===== config.mk =====
export PLATFORM = sky130hd
export DESIGN_NAME = evt_irq_unit
export DESIGN_NICKNAME = d
export VERILOG_FILES = /design/src/rtl/irqc_pkg.sv /design/src/rtl/irqc_rise_any.sv /design/src/rtl/irqc_prio_pick.sv /design/src/rtl/evt_irq_unit.sv
export SDC_FILE = /design/constraint.sdc
export NUM_CORES = 1
export LEC_CHECK = 0
export BUFFER_PORTS_ARGS = -buffer_cell sky130_fd_sc_hd__buf_2
export CAP_MARGIN = 20
export CELL_PAD_IN_SITES_DETAIL_PLACEMENT = 0
export CELL_PAD_IN_SITES_GLOBAL_PLACEMENT = 1
export CORE_MARGIN = 5
export CORE_UTILIZATION = 32
export CTS_CLUSTER_DIAMETER = 60
export CTS_CLUSTER_SIZE = 10
export DETAILED_ROUTE_END_ITERATION = 8
export MAX_ROUTING_LAYER = met4
export PLACE_DENSITY = 0.81
export SLEW_MARGIN = 20
export SYNTH_ARGS = -nofsm -noshare
export SYNTH_HDL_FRONTEND = slang
export SYNTH_SLANG_ARGS = --single-unit

===== constraint.sdc =====
create_clock -name clk -period 1.5 [get_ports clk]
set_input_delay 0.15 -clock clk [delete_from_list [all_inputs] [get_ports clk]]
set_output_delay 0.15 -clock clk [all_outputs]
set_load 0.05 [all_outputs]

===== src/rtl/irqc_pkg.sv =====
package irqc_pkg;
    localparam int SRC_N   = 6;
    localparam int STAT_W  = 8;
    localparam int SRC_LSB = STAT_W - SRC_N;

    localparam int SRC_READY  = 0;
    localparam int SRC_BUSACT = 1;
    localparam int SRC_ENUMOK = 2;
    localparam int SRC_FLAGS  = 3;
    localparam int SRC_EP0BUF = 4;
    localparam int SRC_SETUP  = 5;

    typedef logic [SRC_N-1:0] src_vec_t;
endpackage


===== src/rtl/irqc_rise_any.sv =====
module irqc_rise_any #(
    parameter int W = 2
) (
    input  logic [W-1:0] cur_i,
    input  logic [W-1:0] prev_i,
    output logic         rise_o
);
    logic [W-1:0] rise_bits;

    for (genvar g = 0; g < W; g++) begin : g_bit
        assign rise_bits[g] = cur_i[g] & ~prev_i[g];
    end

    assign rise_o = |rise_bits;
endmodule


===== src/rtl/irqc_prio_pick.sv =====
module irqc_prio_pick #(
    parameter int N = 6
) (
    input  logic [N-1:0] req_i,
    output logic [N-1:0] grant_o,
    output logic         any_o
);
    always_comb begin
        grant_o = '0;
        for (int i = 0; i < N; i++) begin
            if (req_i[i]) begin
                grant_o    = '0;
                grant_o[i] = 1'b1;
            end
        end
    end

    assign any_o = |req_i;
endmodule


===== src/rtl/evt_irq_unit.sv =====
module evt_irq_unit
    import irqc_pkg::*;
#(
    parameter int NUM_OUT_FIFO = 2
) (
    input  logic                    clk,
    input  logic                    rst_n,
    input  logic                    en_wr_i,
    input  logic [STAT_W-1:0]       en_data_i,
    input  logic                    setup_evt_i,
    input  logic                    ep0buf_evt_i,
    input  logic                    enumok_evt_i,
    input  logic                    busact_evt_i,
    input  logic                    ready_evt_i,
    input  logic [NUM_OUT_FIFO-1:0] fifo_ne_i,
    input  logic                    rd_busy_i,
    input  logic                    rd_stb_i,
    output logic                    int_n_o,
    output logic [STAT_W-1:0]       status_o
);
    typedef struct packed {
        src_vec_t                en;
        src_vec_t                pend;
        src_vec_t                cur;
        logic [NUM_OUT_FIFO-1:0] ne;
    } state_t;

    state_t   st_q, st_d;
    logic     fifo_rise;
    src_vec_t raw_evt, hit, allow, grant;
    logic     grant_any;

    irqc_rise_any #(.W(NUM_OUT_FIFO)) u_rise (
        .cur_i (fifo_ne_i),
        .prev_i(st_q.ne),
        .rise_o(fifo_rise)
    );

    always_comb begin
        raw_evt             = '0;
        raw_evt[SRC_SETUP]  = setup_evt_i;
        raw_evt[SRC_EP0BUF] = ep0buf_evt_i;
        raw_evt[SRC_FLAGS]  = fifo_rise;
        raw_evt[SRC_ENUMOK] = enumok_evt_i;
        raw_evt[SRC_BUSACT] = busact_evt_i;
        raw_evt[SRC_READY]  = ready_evt_i;
        hit = raw_evt & st_q.en;
        if (rd_busy_i) begin
            allow            = '0;
            allow[SRC_READY] = 1'b1;
        end else begin
            allow = '1;
        end
    end

    irqc_prio_pick #(.N(SRC_N)) u_pick (
        .req_i  (st_q.pend & allow),
        .grant_o(grant),
        .any_o  (grant_any)
    );

    always_comb begin
        st_d    = st_q;
        st_d.ne = fifo_ne_i;
        if (en_wr_i) begin
            st_d.en = en_data_i[STAT_W-1:SRC_LSB];
        end
        if (st_q.cur != '0) begin
            if (rd_stb_i) begin
                st_d.cur = '0;
            end
        end else if (grant_any) begin
            st_d.cur  = grant;
            st_d.pend = st_q.pend & ~grant;
        end
        st_d.pend = st_d.pend | hit;
    end

    always_ff @(posedge clk) begin
        if (!rst_n) begin
            st_q <= '0;
        end else begin
            st_q <= st_d;
        end
    end

    assign int_n_o  = ~|st_q.cur;
    assign status_o = {st_q.cur, {SRC_LSB{1'b0}}};
endmodule



==> results.md, run 1 <==
- Die width: 62.7 um
- Area of the mapped netlist: 890 um2
- Number of synthesized flops with an enable pin: 0
- Type of the most critical hold path: in2reg
- Number of max-slew violations in the final report: 0
- Hold Fails Final Rpt: 0
- Fin Clk Skew: 0.00158 ns
- Final TNS setup: -0.285 ns
- Total power: 1.05 mW
- Worst-case clock buffer depth: 2
- Initial antenna violation count: 0
- Failing checks: setup timing
- Fin crit period: 1.63 ns
- CP endpoint kind: output pin
- Number of antenna cells inserted: 0
- Count of state elements after synthesis: 20
- Clock latency at the later pin of the worst-skew pair: 0.30 ns
- WS Path Type: reg2out
- Fmax achieved: 614 MHz
- Syn-to-layout area delta: 26.7%
- Std cell rows: 19
- Number of logic stages on the critical path including buffering: 3
- DRC violation count after routing: 0
- Clock tree root driver cell: sky130_fd_sc_hd__clkbuf_4
- Peak supply drop: 666 uV
- Total grt overflow: 0
- Summed area of non-filler cells in the final layout: 0.00113 mm2
- Maximum number of pins on one net before global-route repair: 25
- Drt initial violations: 18
- Number of buffers added by the clock tree synthesis step: 3
- Final period utilization: 109%
- Final weighted congestion in routability-driven placement: 0.855
- Via-per-instance ratio: 4.86
- Maximum Capacitance Violations: 0
- Total of endpoints with negative setup slack in the final report: 4
- Total number of H-tree levels: 1
- Warnings from Yosys: 0
- Vias in the first global route: 686
- Final hold slack: 0.0562 ns
- CP Max Fanout: 2
- Worst path required time: 1.35 ns
- Synth Flop Type: sky130_fd_sc_hd__dfxtp_1
- Total of fill cells in the finished design: 276
- Wire length per cell after detailed routing: 11.7 um
- Global-route wire length before repair: 2.88 mm
- Dpl cell area: 0.00105 mm2
- Unrepaired setup endpoints after global routing: yes
- Count of different cell masters after synthesis: 31
- Total GRT Usage: 9.05%
- Arrival time at the worst endpoint: 1.48 ns
- Status: finished with violations
- Worst stage delay on the critical path: 0.55 ns
- Clock-pin slew reported for the worst setup and hold paths after clock tree synthesis: 0.11 ns
- Number of sinks handled by clock tree synthesis: 20
- Number of I/O port buffers: 24
- Worst path slowest cell: sky130_fd_sc_hd__or4_4
- I/O pin cnt: 29
- Number of antenna-violating nets in the routed design: 0
- Delay-heaviest family, CP: simple AND/OR/NAND/NOR gates
- Synthesized area per cell: 9.36 um2
- Length of the first detailed-routing pass in iterations: 4
- Path depth of the worst reg2reg path: 5
- Core region area: 0.00271 mm2
- Vertical die dimension: 62.7 um
- Sequential area share after synthesis: 45.0%
- Post-layout worst setup margin: -0.128 ns
- Layout Nets: 142
- Power density over cell area: 934 mW/mm2
- Ratio of cells with drive above 1 in the final layout: 37.2%
- Leakage Power: 0.498 nW
- Type of origin of the critical path: register
- Routed wire length: 1.78 mm
- Worst path bufs/invs: 1
- Number of instances in the placed design: 147
- Post-synth ARST share: 0%
- Overall die area: 0.00393 mm2
- Initial Util: 32.8%
- Hpwl dp: 1.39 mm
- Critical Path, Cell by Cell: or4_4 > nor3_4 > buf_6
- Total vias in the final route: 738
- Cell count of the worst hold path: 2
- Gate Count Post-Synth: 95
- TritonCTS clock tree: yes
- Final cell count without fillers: 152
-- synth_stat cells, drive strengths merged (2+ instances only) --
cell type  count  area (um2)
a21boi         3        22.5
or4            2        15.0
nand2          9        33.8
nor3           2        10.0
nor2b          9        56.3
and2           2        12.5
nor4           3        18.8
dfxtp         20         400
mux2i          6        60.1
buf            9        65.1
o21ai          8        40.0
clkbuf         3        11.3
nand3b         4        30.0
-- logic make-up after synthesis --
group / count (synthesis) / share of synthesized area (%)
other cells: 1 / 0.422
flops: 20 / 45.0
buf+inv: 12 / 8.58
compound gates: 20 / 16.0
mux: 6 / 6.75
simple gates: 36 / 23.2
-- per-layer routing --
metal	vias to the layer above	share of wire (%)	global-route usage [%]
li1	384	-	-
met1	329	47	10.8
met2	23	46	14.0
met3	2	6.5	3.78
met4	0	0.51	2.39
met5	-	0	-
-- placed cells by master (no fill, tap or decap) --
master,count
sky130_fd_sc_hd__clkbuf_4,3
sky130_fd_sc_hd__nor4_2,1
sky130_fd_sc_hd__nor2_1,1
sky130_fd_sc_hd__a21boi_0,1
sky130_fd_sc_hd__and2_1,2
sky130_fd_sc_hd__or4_1,1
sky130_fd_sc_hd__clkbuf_8,1
sky130_fd_sc_hd__a2bb2oi_1,1
sky130_fd_sc_hd__a32o_1,1
sky130_fd_sc_hd__a31o_2,1
sky130_fd_sc_hd__o211ai_1,1
sky130_fd_sc_hd__mux2i_1,6
sky130_fd_sc_hd__buf_2,23
sky130_fd_sc_hd__o21ai_0,7
sky130_fd_sc_hd__o21ai_1,1
sky130_fd_sc_hd__nand3_1,1
sky130_fd_sc_hd__or4_4,1
sky130_fd_sc_hd__nand2_1,9
sky130_fd_sc_hd__a21boi_1,2
sky130_fd_sc_hd__a21oi_1,1
sky130_fd_sc_hd__o41ai_2,1
sky130_fd_sc_hd__buf_6,1
sky130_fd_sc_hd__and3_1,1
sky130_fd_sc_hd__conb_1,2
sky130_fd_sc_hd__nor3_2,1
sky130_fd_sc_hd__nor3_4,1
sky130_fd_sc_hd__nor4_1,2
sky130_fd_sc_hd__nor2b_1,9
sky130_fd_sc_hd__dfxtp_1,19
sky130_fd_sc_hd__nand3b_1,4
sky130_fd_sc_hd__nand2b_1,1
sky130_fd_sc_hd__buf_4,9
sky130_fd_sc_hd__o2111ai_1,1
sky130_fd_sc_hd__dfxtp_2,1
sky130_fd_sc_hd__a21o_1,1
sky130_fd_sc_hd__nor4b_1,1
sky130_fd_sc_hd__o31ai_4,1
-- state kept, by name (all words and copies together), names as in the netlist --
register	flops
st_q	14
status_o	6
-- area by class of cell --
class / count / area (um2) / share of cell area (%)
repair buffers: 33 / 194 / 17.2
multi-input cells: 64 / 457 / 40.5
well taps: 31 / 38.8 / 3.44
clock buffers: 4 / 36.3 / 3.22
flip-flops and latches: 20 / 402 / 35.6
-- report_power, final --
part | switching (mW) | internal, mW | total [mW]
Combinational | 0.0938 | 0.0789 | 0.173
Sequential | 0.0154 | 0.552 | 0.568
Clock | 0.164 | 0.148 | 0.312
-- stage by stage --
step | util, % | worst slack [ns]
final | 41.6 | -0.128
after global routing | 41.6 | -0.181
after CTS | 40.8 | -0.149
after detailed placement | 38.6 | -0.0525
after global placement | 38.6 | -0.0733
after floorplan | - | -0.0294
-- final timing paths --
path                             from                   to  slack (ns)
min                      fifo_ne_i[1]   st_q[1]$_SDFF_PN0_        0.06
max          status_o[7]$_SDFFE_PN0P_              int_n_o       -0.13
min reg2reg     st_q[16]$_SDFFE_PN0P_  st_q[10]$_SDFF_PN0_        0.46
max reg2reg  status_o[7]$_SDFFE_PN0P_  st_q[13]$_SDFF_PN0_       -0.07
-- what timing repair did --
| item | 4_1_cts | 5_1_grt |
|---|---|---|
| gates resized for setup | 4 | 5 |
| pin swaps | 1 | 1 |
| setup endpoints to repair | 5 | 7 |
| buffers inserted | 1 | 0 |
| hold buffers | 0 | 0 |
(Power assumes the default switching activity.)
==> run 2: changes to the inputs <==
Settings changed: SETUP_SLACK_MARGIN set to 0.3.
==> results.md, run 2 (synthesis results as in run 1) <==
- Met2 Track Usage GR: 17.0% (was 14.0%)
- Critical Path, Cell by Cell: or4_4 > nor3_4 > buf_6 (unchanged)
- Final hold slack: 0.0624 ns (was 0.0562 ns)
- Number of antenna-violating nets in the routed design: 0 (unchanged)
- Syn-to-layout area delta: 29.1% (was 26.7%)
- Post-layout worst setup margin: -0.138 ns (was -0.128 ns)
- Length of the first detailed-routing pass in iterations: 4 (unchanged)
- Fmax achieved: 611 MHz (was 614 MHz)
- Via-per-instance ratio: 4.99 (was 4.86)
- Hpwl dp: 1.46 mm (was 1.39 mm)
- Total grt overflow: 0 (unchanged)
- Share of power burned in combinational logic: 17.8% (was 16.4%)
- Drt initial violations: 10 (was 18)
- Worst path slowest cell: sky130_fd_sc_hd__or4_4 (unchanged)
- Peak supply drop: 613 uV (was 666 uV)
- Dpl cell area: 0.00104 mm2 (was 0.00105 mm2)
- Final TNS setup: -0.348 ns (was -0.285 ns)
- Vertical die dimension: 62.7 um (unchanged)
- Cell-internal power: 0.728 mW (was 0.779 mW)
- Number of max-slew violations in the final report: 0 (unchanged)
- Status: finished with violations (unchanged)
- Ratio of cells with drive above 1 in the final layout: 39.0% (was 37.2%)
- CP endpoint kind: output pin (unchanged)
- Final period utilization: 109% (about the same)
- WS Path Type: reg2out (unchanged)
- Std cell rows: 19 (unchanged)
- Routed wire length: 1.92 mm (was 1.78 mm)
- Net load switching power: 0.274 mW (about the same)
- Total of endpoints with negative setup slack in the final report: 4 (unchanged)
- Layout Nets: 140 (was 142)
- Number of buffers added by the clock tree synthesis step: 3 (unchanged)
- Type of origin of the critical path: register (unchanged)
- Clock group share of total power: 25.3% (was 29.7%)
- Total GRT Usage: 10.4% (was 9.05%)
- Type of the most critical hold path: in2reg (unchanged)
- Share of the core filled with cells: 42.4% (was 41.6%)
- Worst stage delay on the critical path: 0.55 ns (about the same)
- Vias in the first global route: 757 (was 686)
- Die width: 62.7 um (unchanged)
- Register share of total power: 56.9% (was 53.9%)
- Initial Util: 32.8% (unchanged)
- Worst-case clock buffer depth: 2 (unchanged)
- Worst setup slack after placement: -0.0667 ns (was -0.0525 ns)
- Met3 track demand over resource in global routing: 4.32% (was 3.78%)
- Total vias in the final route: 743 (was 738)
- Global-route wire length before repair: 3.28 mm (was 2.88 mm)
- Number of I/O port buffers: 24 (unchanged)
- Clock tree root driver cell: sky130_fd_sc_hd__clkbuf_4 (unchanged)
- Clock latency at the later pin of the worst-skew pair: 0.30 ns (about the same)
- Final weighted congestion in routability-driven placement: 0.750 (was 0.855)
- Wire length per cell after detailed routing: 12.9 um (was 11.7 um)
- Fin Clk Skew: 0.00761 ns (was 0.00158 ns)
- Worst path required time: 1.35 ns (about the same)
- TritonCTS clock tree: yes (unchanged)
- Fin crit period: 1.64 ns (was 1.63 ns)
- Met1 routing resource usage after global routing: 12.1% (was 10.8%)
- Maximum Capacitance Violations: 0 (unchanged)
- Total number of H-tree levels: 1 (unchanged)
- Register name with the most flops: st_q (unchanged)
- Core region area: 0.00271 mm2 (unchanged)
- CP Max Fanout: 2 (unchanged)
- Number of sinks handled by clock tree synthesis: 20 (unchanged)
- Delay-heaviest family, CP: simple AND/OR/NAND/NOR gates (unchanged)
- Worst path bufs/invs: 1 (unchanged)
- Switching power as a share of total power: 27.3% (was 26.0%)
- Arrival time at the worst endpoint: 1.49 ns (was 1.48 ns)
- Commonest cells after routing, fill and taps aside: sky130_fd_sc_hd__buf_2 (17), sky130_fd_sc_hd__dfxtp_1 (17), sky130_fd_sc_hd__nand2_1 (9), sky130_fd_sc_hd__nor2b_1 (9), sky130_fd_sc_hd__buf_4 (8) (was sky130_fd_sc_hd__buf_2 (23), sky130_fd_sc_hd__dfxtp_1 (19), sky130_fd_sc_hd__nand2_1 (9), sky130_fd_sc_hd__nor2b_1 (9), sky130_fd_sc_hd__buf_4 (9))
- Overall die area: 0.00393 mm2 (unchanged)
- Initial antenna violation count: 0 (unchanged)
- Number of antenna cells inserted: 0 (unchanged)
- Leakage Power: 0.498 nW (about the same)
- Summed area of non-filler cells in the final layout: 0.00115 mm2 (was 0.00113 mm2)
- I/O pin cnt: 29 (unchanged)
- Most heavily used metal layer in global routing: met2 (unchanged)
- Unrepaired setup endpoints after global routing: yes (unchanged)
- DRC violation count after routing: 0 (unchanged)
- Power density over cell area: 872 mW/mm2 (was 934 mW/mm2)
- Failing checks: setup timing (unchanged)
- Maximum number of pins on one net before global-route repair: 25 (unchanged)
- Hold Fails Final Rpt: 0 (unchanged)
- Clock-pin slew reported for the worst setup and hold paths after clock tree synthesis: 0.11 ns (about the same)
- Max FFs per register: 14 (unchanged)
## run 2: layout make-up
type | count | area [um2]
multi-input combinational | 64 | 478
sequential | 20 | 404
fill | 266 | 1560
timing repair buffer | 31 | 205
tap | 31 | 38.8
clock buffer | 3 | 22.5
## run 2: worst reg2reg max path, stage by stage, from the launching register on
cell,delay (ns)
sky130_fd_sc_hd__dfxtp_2,0.34
sky130_fd_sc_hd__or4_4,0.55
sky130_fd_sc_hd__buf_4,0.18
sky130_fd_sc_hd__nor4_1,0.29
sky130_fd_sc_hd__a21oi_1,0.11
## run 2: metal layers
layer / vias to the layer above / wire length (um)
li1: 379 / -
met1: 340 / 844
met2: 24 / 916
met3: 0 / 158
met4: 0 / 0
met5: - / 0
## run 2: power groups by stage
| stage | registers (mW) | clock network, mW | logic, mW |
|---|---|---|---|
| detailed placement | 0.579 | 0 | 0.155 |
| finish | 0.570 | 0.253 | 0.178 |
| global route | 0.573 | 0.286 | 0.195 |
| global placement | 0.578 | 0 | 0.151 |
| CTS | 0.570 | 0.261 | 0.178 |
| floorplan | 0.577 | 0 | 0.115 |
## run 2: path summary, 6_finish.rpt
path | slack (ns) | cells after the start | end | startpoint
max | -0.14 | 3 | int_n_o | status_o[2]$_SDFFE_PN0P_
min | 0.06 | 2 | st_q[1]$_SDFF_PN0_ | fifo_ne_i[1]
max reg2reg | -0.08 | 4 | st_q[9]$_SDFF_PN0_ | status_o[2]$_SDFFE_PN0P_
min reg2reg | 0.46 | 2 | status_o[2]$_SDFFE_PN0P_ | st_q[8]$_SDFF_PN0_
## run 2: metrics by stage
stage	cells	total power [mW]
6_report	149	1.00
2_1_floorplan	96	0.692
5_1_grt	149	1.05
3_5_place_dp	145	0.734
3_3_place_gp	145	0.729
4_1_cts	149	1.01
## run 2: timing repair
action | in CTS | in global routing
setup buffers | 1 | 0
gates resized for setup | 20 | 9
pin swaps | 4 | 8
endpoints found under the setup margin | 15 | 17
hold buffers | 0 | 0
